<file path="config.mk">
export PLATFORM = sky130hd
export DESIGN_NAME = hamming_syndrome_corrector
export DESIGN_NICKNAME = d
export VERILOG_FILES = /design/src/rtl/hsc_pkg.sv /design/src/rtl/hsc_place.sv /design/src/rtl/hsc_popcount.sv /design/src/rtl/hsc_classify.sv /design/src/rtl/hamming_syndrome_corrector.sv
export SDC_FILE = /design/constraint.sdc
export NUM_CORES = 1
export LEC_CHECK = 0
export ABC_AREA = 0
export ABC_CLOCK_PERIOD_IN_PS = 1600
export BUFFER_PORTS_ARGS = -buffer_cell sky130_fd_sc_hd__buf_4
export CAP_MARGIN = 20
export CORE_UTILIZATION = 35
export CTS_BUF_LIST = sky130_fd_sc_hd__clkbuf_8
export CTS_CLUSTER_SIZE = 14
export DETAILED_ROUTE_END_ITERATION = 8
export PLACE_DENSITY = 0.61
export SKIP_CTS_REPAIR_TIMING = 1
export SLEW_MARGIN = 25
export SYNTH_ARGS = -nofsm -noshare
export SYNTH_HDL_FRONTEND = slang
export SYNTH_SLANG_ARGS = --single-unit
</file>
<file path="constraint.sdc">
create_clock -name clk -period 1.6 [get_ports clk]
set_input_delay 0.08 -clock clk [delete_from_list [all_inputs] [get_ports clk]]
set_output_delay 0.08 -clock clk [all_outputs]
set_load 0.01 [all_outputs]
</file>
<file path="src/rtl/hsc_pkg.sv">
package hsc_pkg;

  localparam int CODE_W     = 24;
  localparam int SYN_W      = 32;
  localparam int HALF_LSB   = 16;
  localparam int BIT_W      = 3;
  localparam int BYTE_W     = 9;
  localparam int ADDR_W     = BYTE_W + BIT_W;
  localparam int CNT_W      = $clog2(SYN_W + 1);
  localparam int FIX_WEIGHT = 12;
  localparam int FIELD_WEIGHT = 1;

  localparam logic [SYN_W-1:0]  ERASED_STORED_W = 32'h0FFF_0FFF;
  localparam logic [SYN_W-1:0]  ERASED_CALC_W   = '0;

  typedef enum logic [1:0] {
    ST_CLEAN     = 2'd0,
    ST_FIXED     = 2'd1,
    ST_FIELD_ERR = 2'd2,
    ST_MULTI     = 2'd3
  } status_e;

  typedef struct packed {
    status_e           status;
    logic [BYTE_W-1:0] byte_idx;
    logic [BIT_W-1:0]  bit_idx;
  } verdict_t;

  // Bit placement of a 3-byte code inside a 32-bit word.
  function automatic logic [SYN_W-1:0] place_code(input logic [CODE_W-1:0] c);
    logic [SYN_W-1:0] w;
    w        = '0;
    w[7:0]   = c[7:0];
    w[23:16] = c[15:8];
    w[27:24] = c[23:20];
    w[11:8]  = c[19:16];
    return w;
  endfunction

  // Error address carried in the upper half of the syndrome.
  function automatic logic [ADDR_W-1:0] err_addr(input logic [SYN_W-1:0] s);
    return s[HALF_LSB +: ADDR_W];
  endfunction

  function automatic logic is_erased(input logic [SYN_W-1:0] stored_w,
                                     input logic [SYN_W-1:0] calc_w);
    return (stored_w == ERASED_STORED_W) && (calc_w == ERASED_CALC_W);
  endfunction

endpackage

</file>
<file path="src/rtl/hsc_place.sv">
module hsc_place
  import hsc_pkg::*;
(
  input  logic [CODE_W-1:0] code,
  output logic [SYN_W-1:0]  word
);

  always_comb word = place_code(code);

endmodule

</file>
<file path="src/rtl/hsc_popcount.sv">
module hsc_popcount #(
  parameter int W  = 32,
  parameter int CW = $clog2(W + 1)
) (
  input  logic [W-1:0]  vec,
  output logic [CW-1:0] cnt
);

  localparam int LV = (W <= 1) ? 1 : $clog2(W);
  localparam int NL = 1 << LV;

  // Heap-indexed tree: leaves at NL..2*NL-1, root at 1.
  logic [CW-1:0] node [1:2*NL-1];

  generate
    for (genvar i = 0; i < NL; i++) begin : g_leaf
      if (i < W) begin : g_real
        assign node[NL+i] = {{(CW-1){1'b0}}, vec[i]};
      end else begin : g_pad
        assign node[NL+i] = '0;
      end
    end
    for (genvar j = 1; j < NL; j++) begin : g_sum
      assign node[j] = node[2*j] + node[2*j+1];
    end
  endgenerate

  assign cnt = node[1];

endmodule

</file>
<file path="src/rtl/hsc_classify.sv">
module hsc_classify
  import hsc_pkg::*;
(
  input  logic [SYN_W-1:0] stored_w,
  input  logic [SYN_W-1:0] calc_w,
  input  logic [SYN_W-1:0] syn,
  input  logic [CNT_W-1:0] weight,
  output logic             erased,
  output verdict_t         verdict
);

  logic [ADDR_W-1:0] addr;

  always_comb begin
    erased  = is_erased(stored_w, calc_w);
    addr    = err_addr(syn);
    verdict = '{status: ST_CLEAN, byte_idx: '0, bit_idx: '0};
    if (erased) begin
      verdict.status = ST_CLEAN;
    end else if (syn == '0) begin
      verdict.status = ST_CLEAN;
    end else if (weight == CNT_W'(FIX_WEIGHT)) begin
      verdict.status   = ST_FIXED;
      verdict.byte_idx = addr[ADDR_W-1:BIT_W];
      verdict.bit_idx  = addr[BIT_W-1:0];
    end else if (weight == CNT_W'(FIELD_WEIGHT)) begin
      verdict.status = ST_FIELD_ERR;
    end else begin
      verdict.status = ST_MULTI;
    end
  end

endmodule

</file>
<file path="src/rtl/hamming_syndrome_corrector.sv">
module hamming_syndrome_corrector
  import hsc_pkg::*;
#(
  parameter int CODE_BITS = hsc_pkg::CODE_W,
  parameter int BYTE_BITS = hsc_pkg::BYTE_W,
  parameter int BIT_BITS  = hsc_pkg::BIT_W
) (
  input  logic                 clk,
  input  logic                 rst_n,
  input  logic                 in_valid,
  output logic                 in_ready,
  input  logic [CODE_BITS-1:0] stored_code,
  input  logic [CODE_BITS-1:0] calc_code,
  output logic                 out_valid,
  output logic [1:0]           out_status,
  output logic [BYTE_BITS-1:0] out_byte,
  output logic [BIT_BITS-1:0]  out_bit
);

  // Named internal events, observed by the assertions below.
  logic             in_fire;
  logic [SYN_W-1:0] stored_w;
  logic [SYN_W-1:0] calc_w;
  logic [SYN_W-1:0] syndrome;
  logic [CNT_W-1:0] syn_weight;
  logic             erased_hit;
  verdict_t         verdict_d;
  verdict_t         verdict_q;
  logic             ready_q;
  logic             valid_q;

  assign in_fire = in_valid && ready_q;

  hsc_place u_place_stored (.code(stored_code), .word(stored_w));
  hsc_place u_place_calc   (.code(calc_code),   .word(calc_w));

  assign syndrome = stored_w ^ calc_w;

  hsc_popcount #(.W(SYN_W), .CW(CNT_W)) u_weight (
    .vec(syndrome),
    .cnt(syn_weight)
  );

  hsc_classify u_classify (
    .stored_w(stored_w),
    .calc_w  (calc_w),
    .syn     (syndrome),
    .weight  (syn_weight),
    .erased  (erased_hit),
    .verdict (verdict_d)
  );

  always_ff @(posedge clk or negedge rst_n) begin
    if (!rst_n) begin
      ready_q   <= 1'b0;
      valid_q   <= 1'b0;
      verdict_q <= '{status: ST_CLEAN, byte_idx: '0, bit_idx: '0};
    end else begin
      ready_q <= 1'b1;
      valid_q <= in_fire;
      if (in_fire) verdict_q <= verdict_d;
    end
  end

  assign in_ready   = ready_q;
  assign out_valid  = valid_q;
  assign out_status = verdict_q.status;
  assign out_byte   = BYTE_BITS'(verdict_q.byte_idx);
  assign out_bit    = BIT_BITS'(verdict_q.bit_idx);

  // The adder tree must agree with a direct bit count.
  assert_weight_count_R2: assert property (@(posedge clk) disable iff (!rst_n)
    in_fire |-> (syn_weight == CNT_W'($countones(syndrome))));

  assert_valid_pulse_R7: assert property (@(posedge clk) disable iff (!rst_n)
    out_valid == $past(in_fire));

  assert_hold_idle_R7: assert property (@(posedge clk) disable iff (!rst_n)
    !in_fire |=> ($stable(out_status) && $stable(out_byte) && $stable(out_bit)));

  assert_addr_zero_R6: assert property (@(posedge clk) disable iff (!rst_n)
    (out_status != 2'd1) |-> (out_byte == '0 && out_bit == '0));

  assert_erased_clean_R4: assert property (@(posedge clk) disable iff (!rst_n)
    (in_fire && erased_hit) |=> (out_status == 2'd0));

  assert_field_err_R3: assert property (@(posedge clk) disable iff (!rst_n)
    (in_fire && !erased_hit && $countones(syndrome) == 1) |=> (out_status == 2'd2));

endmodule

</file>
* Word level (Yosys, flattened, before mapping)
Cells that the tools add are included.
** Cells by class
- Muxes and demuxes :: 7
- Bitwise logic cells :: 1
- Add/subtract/negate cells :: 31
- Equality and inequality tests :: 3
- Reduce and logical (&&, ||, !) cells :: 4
** Operator list (number)
- $logic_not 32->1 :: 2
- $mux 12 :: 3
- $add 1x1->2 :: 14
- $xor 28x28->28 :: 1
- $add 2x2->3 :: 8
- $eq 24x24->1 const B :: 1
- $add 3x3->4 :: 4
- $add 4x4->5 :: 2
- $add 5x5->6 :: 1
- $eq 6x1->1 const B :: 1
- $eq 6x4->1 const B :: 1
- $mux 2 :: 3
- $add 1x1->2 const AB :: 2
- $logic_and 1x1->1 :: 2
- $mux 1 :: 1
** Storage, ports and cells
- Output and inout port bits :: 16
- Bits of input ports :: 51
- Word-level logic and storage cells :: 51
- Flip-flop bits (word level) :: 16

* Longest topological paths before layout
Gate-level depths: netlist (run 1).
- Depth after elaboration :: 11
- Mapped depth :: 18
- Mapped depth without buffers :: 17

* Hierarchy
Synthesis (run 1) repeated with hierarchy kept, for this count alone.
** Second synthesis, totals
- Cell total of the unflattened synthesis :: 310
- Area, all modules :: 2881.5 um2
** Modules (own cells, without submodules)
- hsc_popcount :: sequential area each 0.0 um2, cells an instance 114, area each 1097.3 um2, times used 1
- hamming_syndrome_corrector :: sequential area each 400.4 um2, cells an instance 66, area each 897.1 um2, times used 1
- hsc_place :: sequential area each 0.0 um2, cells an instance 33, area each 244.0 um2, times used 2
- hsc_classify :: sequential area each 0.0 um2, cells an instance 64, area each 399.1 um2, times used 1

* Worst setup path after synthesis (run 1)
OpenSTA, ideal clock, no wires.
- Path kind :: input port to flip-flop
- From :: input stored_code[1]
- To :: register verdict_q (netlist bit out_bit[0])
- Slack :: -2.870 ns
- Data required time :: 1.534 ns
- Stages on the path :: 16
- Arrival :: 4.404 ns
- Cells stage by stage :: xnor2_1 > fa_1 > fa_1 > fa_1 > fa_1 > inv_1 > fa_1 > ha_1 > inv_1 > fa_1 > xor2_1 > nor2_1 > nand3_1 > nor4_2 > buf_2 > a22o_1
** On the way
- Longest elaborated chain between the ends :: 10
- Elaborated cells between the ends (all ways) :: 13
- Those cells by class :: add/sub: 5; eq/ne: 2; mux: 3; bitwise: 1; reduce/logical: 2
** RTL lines
- start: declaration :: line hamming_syndrome_corrector.sv:12 : input logic [CODE_BITS-1:0] stored_code,
- $xor 28x28->28 :: line hamming_syndrome_corrector.sv:37 : assign syndrome = stored_w ^ calc_w;
- $add 1x1->2 :: line hsc_popcount.sv:24 : assign node[j] = node[2*j] + node[2*j+1];
- $add 2x2->3 :: line hsc_popcount.sv:24
- $add 3x3->4 :: line hsc_popcount.sv:24
- $add 4x4->5 :: line hsc_popcount.sv:24
- $add 5x5->6 :: line hsc_popcount.sv:24
- $eq 6x4->1 :: line hsc_classify.sv:22 : end else if (weight == CNT_W'(FIX_WEIGHT)) begin
- $mux 12 :: line hsc_classify.sv:22
- $mux 12 :: line hsc_classify.sv:20 : end else if (syn == '0) begin
- $mux 12 * :: line hsc_classify.sv:18 : if (erased) begin
- end signal: assignment :: line hamming_syndrome_corrector.sv:57 : verdict_q <= '{status: ST_CLEAN, byte_idx: '0, bit_idx: '0};
- end signal: assignment :: line hamming_syndrome_corrector.sv:61 : if (in_fire) verdict_q <= verdict_d;
- end: declaration :: line hamming_syndrome_corrector.sv:28 : verdict_t verdict_q;
Mark *: on every way between the ends. The rest lies on a longest branch, timed or not.
A chain may end at the register's enable or synchronous reset.

* Worst setup path after layout (run 1)
- From :: input calc_code[9]
- To :: register verdict_q (netlist bit out_byte[2])
** On the way
- Longest elaborated chain between the ends :: 10
- Elaborated cells between the ends (all ways) :: 13
- Those cells by class :: add/sub: 5; eq/ne: 1; mux: 3; bitwise: 1; reduce/logical: 3
** RTL lines
- start: declaration :: line hamming_syndrome_corrector.sv:13 : input logic [CODE_BITS-1:0] calc_code,
- $xor 28x28->28 :: line hamming_syndrome_corrector.sv:37
- $add 1x1->2 :: line hsc_popcount.sv:24
- $add 2x2->3 :: line hsc_popcount.sv:24
- $add 3x3->4 :: line hsc_popcount.sv:24
- $add 4x4->5 :: line hsc_popcount.sv:24
- $add 5x5->6 :: line hsc_popcount.sv:24
- $eq 6x4->1 :: line hsc_classify.sv:22
- $mux 12 :: line hsc_classify.sv:22
- $mux 12 :: line hsc_classify.sv:20
- $mux 12 * :: line hsc_classify.sv:18
Marked as above.

==> results of run 1 <==
-- critical path, stage by stage --
cell     delay, ns
buf_6         0.11
xnor2_4       0.14
fa_1          0.57
fa_1          0.46
fa_1          0.53
fa_1          0.56
inv_2         0.04
fa_1          0.54
ha_2          0.19
inv_2         0.04
fa_2          0.34
xor2_1        0.16
nor2_1        0.13
nand3_2       0.11
nor4_4        0.28
buf_4         0.20
a22o_1        0.13
-- routing by layer --
metal / global-route usage / vias to the layer above / part of all wire
li1: - / 705 / -
met1: 0.238 / 694 / 0.42
met2: 0.325 / 44 / 0.53
met3: 0.0174 / 6 / 0.034
met4: 0.0522 / 0 / 0.013
met5: 0 / - / 0
-- through the flow --
step / utilization / cells
3_5_place_dp: 0.557 / 292
3_3_place_gp: 0.557 / 292
5_1_grt: 0.603 / 302
2_1_floorplan: - / 153
6_report: 0.603 / 302
4_1_cts: 0.569 / 296
-- power by group --
part | switching, mW | internal (mW) | total [mW]
registers | 0.0725 | 0.525 | 0.597
logic | 1.94 | 1.98 | 3.92
clock network | 0.140 | 0.218 | 0.358
total | 2.15 | 2.72 | 4.87
-- synth_stat cells, drive strengths merged --
library cell | number | area, um2
a21oi | 1 | 5.00
a21o | 1 | 7.51
or4 | 1 | 7.51
nor4 | 3 | 31.3
and3 | 1 | 6.26
nor2b | 2 | 12.5
nand2b | 3 | 18.8
conb | 1 | 3.75
nand3 | 1 | 5.00
nor3 | 1 | 5.00
and4b | 2 | 20.0
fa | 17 | 340
buf | 1 | 5.00
and4bb | 3 | 37.5
a22o | 12 | 105
inv | 28 | 105
xnor2 | 14 | 123
nand2 | 3 | 13.8
o21ai | 1 | 5.00
dfrtp | 16 | 400
a32o | 2 | 22.5
clkbuf | 1 | 3.75
nand4 | 7 | 43.8
nor2 | 6 | 22.5
xor2 | 12 | 105
or2 | 1 | 6.26
ha | 7 | 87.6
nor4bb | 5 | 50.1
-- registers in the layout, indices dropped and copies added (netlist names) --
| name | cells |
|---|---|
| out_status | 2 |
| out_bit | 3 |
| out_byte | 9 |
| in_ready | 1 |
| out_valid | 1 |
-- path summary, 6_finish.rpt --
path,slack (ns),cells after the start,endpoint
max,-2.84,17,out_byte[2]$_DFFE_PN0P_
min,0.22,2,out_status[0]$_DFFE_PN0P_
max reg2reg,0.32,4,out_byte[2]$_DFFE_PN0P_
min reg2reg,0.50,1,out_status[0]$_DFFE_PN0P_
max in group asynchronous,1.20,2,out_valid$_DFF_PN0_
min in group clk,0.32,3,out_status[0]$_DFFE_PN0P_
-- final cells by class --
cell class                 instances  share of cell area
clock buffer                       4              0.0208
inverter                          28              0.0398
multi-input combinational        107               0.480
sequential                        16               0.151
tap                               52              0.0246
timing repair buffer              95               0.283
-- cell families (layout without fill, tap and decap cells) --
group	count (synthesis)	in the layout	share of synthesized area
AND/OR/NAND/NOR	39	39	0.175
adder cells (fa/ha/maj)	24	24	0.268
other	1	1	0.00235
flip-flops	16	16	0.250
buffers and inverters	30	127	0.0712
XOR/XNOR	26	26	0.142
AO/OA/AOI/OAI	17	17	0.0908
==> results_dict.tcl, run 1 <==
set metrics [dict create \
    critical_path.max_fanout 6 \
    max_freq_mhz 225 \
    antenna_cells 0 \
    timing_hold_violations_final 0 \
    grt_use_total 0.184 \
    vias 1449 \
    fp-row-count 24 \
    skew_ns 0.00165 \
    cts_tree "built" \
    dieWidth_um 69.6 \
    clockBufferDepth 2 \
    port_buffers 66 \
    ant_nets 0 \
    cts-root-buf "clkbuf_8" \
    final_area_um2 2640 \
    drive_above_1_share 0.500 \
    grt_first_pass_wirelength_um 7110 \
    design.die.area_um2 4840 \
    final_nets 326 \
    grt_max_degree 17 \
    wl_per_cell_um 14.3 \
    p_leak_nw 1.34 \
    final-seq-area_um2 400 \
    clk_pin_slew_worst_paths_ns 0.06 \
    core_area_um2 4380 \
    dr.pass1.iters 4 \
    cp-end-kind "flop" \
    clk_latency_ns 0.25 \
    synth.net_count 228 \
    cts_buffers 3 \
    h-tree-depth 1 \
    maxCapViolCount 0 \
    ys_seq_area_frac 0.250 \
    hold_ws_ns 0.221 \
    layout_common_cells "85 x buf_4, 24 x inv_1, 16 x fa_1, 16 x dfrtp_1, 12 x a22o_1" \
    ioPinCount 67 \
    maxSlewViolCount 0 \
    cts_sinks 16 \
    first_iter_violations 52 \
    gr-total-overflow 0 \
    fill_cells 381 \
    die_h_um 69.6 \
    multi_input_area_um2 1270 \
    vdd_drop_max_v 0.00103 \
    synth.avg_cell_area_um2 10.5 \
    wl_um 4320 \
    syn_inst 153 \
    powerDensity_nw_per_um2 1840 \
    criticalPathCategory "in -> reg" \
    cp.required_ns 1.79 \
    crit_start "calc_code[9]" \
    ys_ff_latch 16 \
    fin_ws_ns -2.84 \
    start_util 0.365 \
    setup_viol 14 \
    grt_pass1_vias 1586 \
    crit_arrival_ns 4.63 \
    start_kind "input port" \
    status "complete, but fails checks" \
    mostFrequentLayoutCell "buf_4" \
    final.period_utilization 2.78 \
    drcViolationCount 0 \
    tns_ns -39.14 \
    hp-class "in -> async" \
    violations "setup timing" \
    period_needed_ns 4.44 \
    rsz0062_at_grt "yes" \
    vias_per_cell 4.80 \
    p_total_mw 4.87 \
    netlist_area_um2 1600 \
    placed_cell_area_um2 2440 \
    place_congestion 0.836 \
    area.growth.synth_to_final_pct 65.3 \
    ys_types 31 \
    dpl_worst_slack_ns -3.09 \
    reg2reg_from "in_ready$_DFF_PN0_" \
    dp_hpwl_um 3750 \
    antenna_found_initial 0 \
    yosys_warnings 0 \
]
Power figures use the tool's default switching activity.
==> run 2: changes to the inputs <==
- ABC_AREA: 0 -> 1
- CORE_UTILIZATION: 35 -> 40
- PLACE_DENSITY: 0.61 -> 0.65
==> run 2 against run 1 <==
- the run still ends with setup timing left
- design area is 16% higher
- via count is 48% higher
- fmax is 7.6% higher
==> results_dict.tcl, run 2 <==
set metrics [dict create \
    fin_ws_ns -2.53 \
    netlist_area_um2 2030 \
    maxSlewViolCount 0 \
    first_iter_violations 116 \
    synth_compound_area_frac 0.00988 \
    cts_buffers 3 \
    rr_endpoint "out_status[1]$_DFFE_PN0P_" \
    criticalPathCategory "in -> reg" \
    wl_um 4780 \
    synth.avg_cell_area_um2 6.19 \
    final_nets 511 \
    cts-root-buf "clkbuf_8" \
    ys_top_cells_by_area "nand2_1 21%, dfrtp_1 20%, fa_1 17%" \
    crit_arrival_ns 4.31 \
    pwr-share-seq 0.132 \
    dieWidth_um 73.2 \
    antenna_cells 0 \
    place_congestion 0.825 \
    start_kind "input port" \
    ys_seq_area_frac 0.198 \
    cp-end-kind "flop" \
    mostFrequentLayoutCell "nand2_1" \
    start_util 0.423 \
    cts_tree "built" \
    final.period_utilization 2.58 \
    dr.pass1.iters 4 \
    critical_path.max_fanout 6 \
    final_area_um2 3060 \
    die_h_um 73.2 \
    r2r_cells 5 \
    port_buffers 66 \
    vias_per_cell 4.26 \
    p_int_mw 2.23 \
    switching_share 0.485 \
    synth.net_count 402 \
    synth_most_common_cell "nand2_1" \
    drive_above_1_share 0.343 \
    core_area_um2 4790 \
    p_leak_nw 1.82 \
    ys_ff_latch 16 \
    synthTopCellsByCount "114 x nand2_1, 77 x inv_1, 51 x nor2_1" \
    wl_per_cell_um 9.52 \
    synth-main-ff-cell "dfrtp_1" \
    clk_latency_ns 0.24 \
    timing_hold_violations_final 0 \
    largest_register_ffs 9 \
    placed_cell_area_um2 2910 \
    antenna_found_initial 0 \
    utilization 0.640 \
    synth_mux_area_frac 0 \
    status "complete, but fails checks" \
    synth_fa_ha_area_frac 0.211 \
    hp-class "in -> async" \
    synthArstFlopShare 1.00 \
    syn_inst 327 \
    reg2reg_from "in_ready$_DFF_PN0_" \
    gr-usage-met1 0.255 \
    synth_top_family_by_area "simple AND/OR/NAND/NOR gates" \
    clkPwrFrac 0.079 \
    grt_first_pass_wirelength_um 8070 \
    design.die.area_um2 5350 \
    fill_cells 434 \
    violations "setup timing" \
    cts_sinks 16 \
    grt_pass1_vias 2008 \
    clk_pin_slew_worst_paths_ns 0.06 \
    gr-max-usage-layer "met2" \
    synth_xor_area_frac 0.0303 \
    skew_ns 0.00376 \
    synthSimpleGateAreaFrac 0.384 \
    synth_top_area_share 0.211 \
    max_freq_mhz 242 \
    ys_types 19 \
    synth_edf_count 0 \
    clockBufferDepth 2 \
    area.growth.synth_to_final_pct 51.3 \
    p_switching_mw 2.10 \
    grt_use_total 0.189 \
    ant_nets 0 \
    reg2reg_slack_ns 0.54 \
    maxCapViolCount 0 \
    pwr-share-comb 0.790 \
    rsz0062_at_grt "yes" \
    use_met2 0.331 \
    cp.required_ns 1.78 \
    ioPinCount 67 \
    final_cells 502 \
    vias 2141 \
    grtUsageMet3 0.0110 \
    gr-total-overflow 0 \
    grt_max_degree 29 \
    dp_hpwl_um 4150 \
    place_inst 496 \
    drcViolationCount 0 \
    yosys_warnings 0 \
    h-tree-depth 1 \
    setup_viol 14 \
    fp-row-count 25 \
    layout_common_cells "105 x nand2_1, 104 x buf_4, 64 x inv_1, 50 x nor2_1, 17 x nand3_1" \
    vdd_drop_max_v 0.00115 \
    synth_top_cell_by_area "nand2_1" \
    powerDensity_nw_per_um2 1410 \
    period_needed_ns 4.13 \
]
[run 2: logic make-up after synthesis]
family                     count (synthesis)
AOI/OAI and AO/OA                          3
xor gates and xnor gates                   7
adders and majority gates                 24
buffers and inverters                     81
DFF                                       16
other                                      1
and+or+nand+nor                          195
[run 2: per-stage QoR]
stage	TNS [ns]	hold WS [ns]	power (mW)	setup slack [ns]
floorplan	-34.54	-0.216	2.77	-2.50
finish	-35.05	0.228	4.33	-2.53
detailed placement	-39.25	-0.0568	3.60	-2.83
CTS	-35.70	-0.315	3.97	-2.58
global route	-36.83	0.247	4.77	-2.64
global placement	-38.56	-0.0558	3.53	-2.78
[run 2: metal layers]
| metal | part of all wire | up-vias |
|---|---|---|
| li1 | - | 1154 |
| met1 | 0.46 | 937 |
| met2 | 0.50 | 46 |
| met3 | 0.029 | 4 |
| met4 | 0.010 | 0 |
| met5 | 0 | - |
[run 2: cell type report]
| cell class | count | area [um2] | area share |
|---|---|---|---|
| clock buffer | 4 | 55.1 | 0.0180 |
| inverter | 77 | 304 | 0.0992 |
| multi-input combinational | 230 | 1400 | 0.456 |
| sequential | 16 | 400 | 0.131 |
| tap | 67 | 83.8 | 0.0274 |
| timing repair buffer | 107 | 817 | 0.267 |
| timing repair inverter | 1 | 6.26 | 0.00204 |
[run 2: how the worst max path moves through the flow]
stage,start,endpoint,slack (ns),cells past startpoint
after floorplan,calc_code[9],out_byte[6]$_DFFE_PN0P_,-2.50,17
after global placement,calc_code[19],out_bit[1]$_DFFE_PN0P_,-2.78,19
after detailed placement,calc_code[19],out_bit[2]$_DFFE_PN0P_,-2.83,19
after CTS,calc_code[19],out_byte[4]$_DFFE_PN0P_,-2.58,19
after global routing,calc_code[15],out_bit[1]$_DFFE_PN0P_,-2.64,19
final,calc_code[7],out_bit[2]$_DFFE_PN0P_,-2.53,19
[run 2: critical path: stages]
cell,delay (ns)
buf_8,0.10
inv_2,0.04
nand2_2,0.04
nand2_2,0.08
inv_2,0.04
fa_1,0.51
fa_1,0.60
fa_2,0.44
fa_1,0.49
inv_1,0.05
fa_1,0.51
ha_2,0.18
inv_2,0.04
fa_2,0.52
o211a_1,0.21
nand3_4,0.12
inv_4,0.10
nand3_1,0.09
nand2_1,0.06
[run 2: power by group through the flow]
stage / Sequential, mW / Combinational, mW / Clock (mW)
floorplan: 0.617 / 2.15 / 0
global placement: 0.571 / 2.96 / 0
detailed placement: 0.576 / 3.03 / 0
CTS: 0.570 / 3.06 / 0.347
global route: 0.583 / 3.82 / 0.367
finish: 0.570 / 3.42 / 0.340
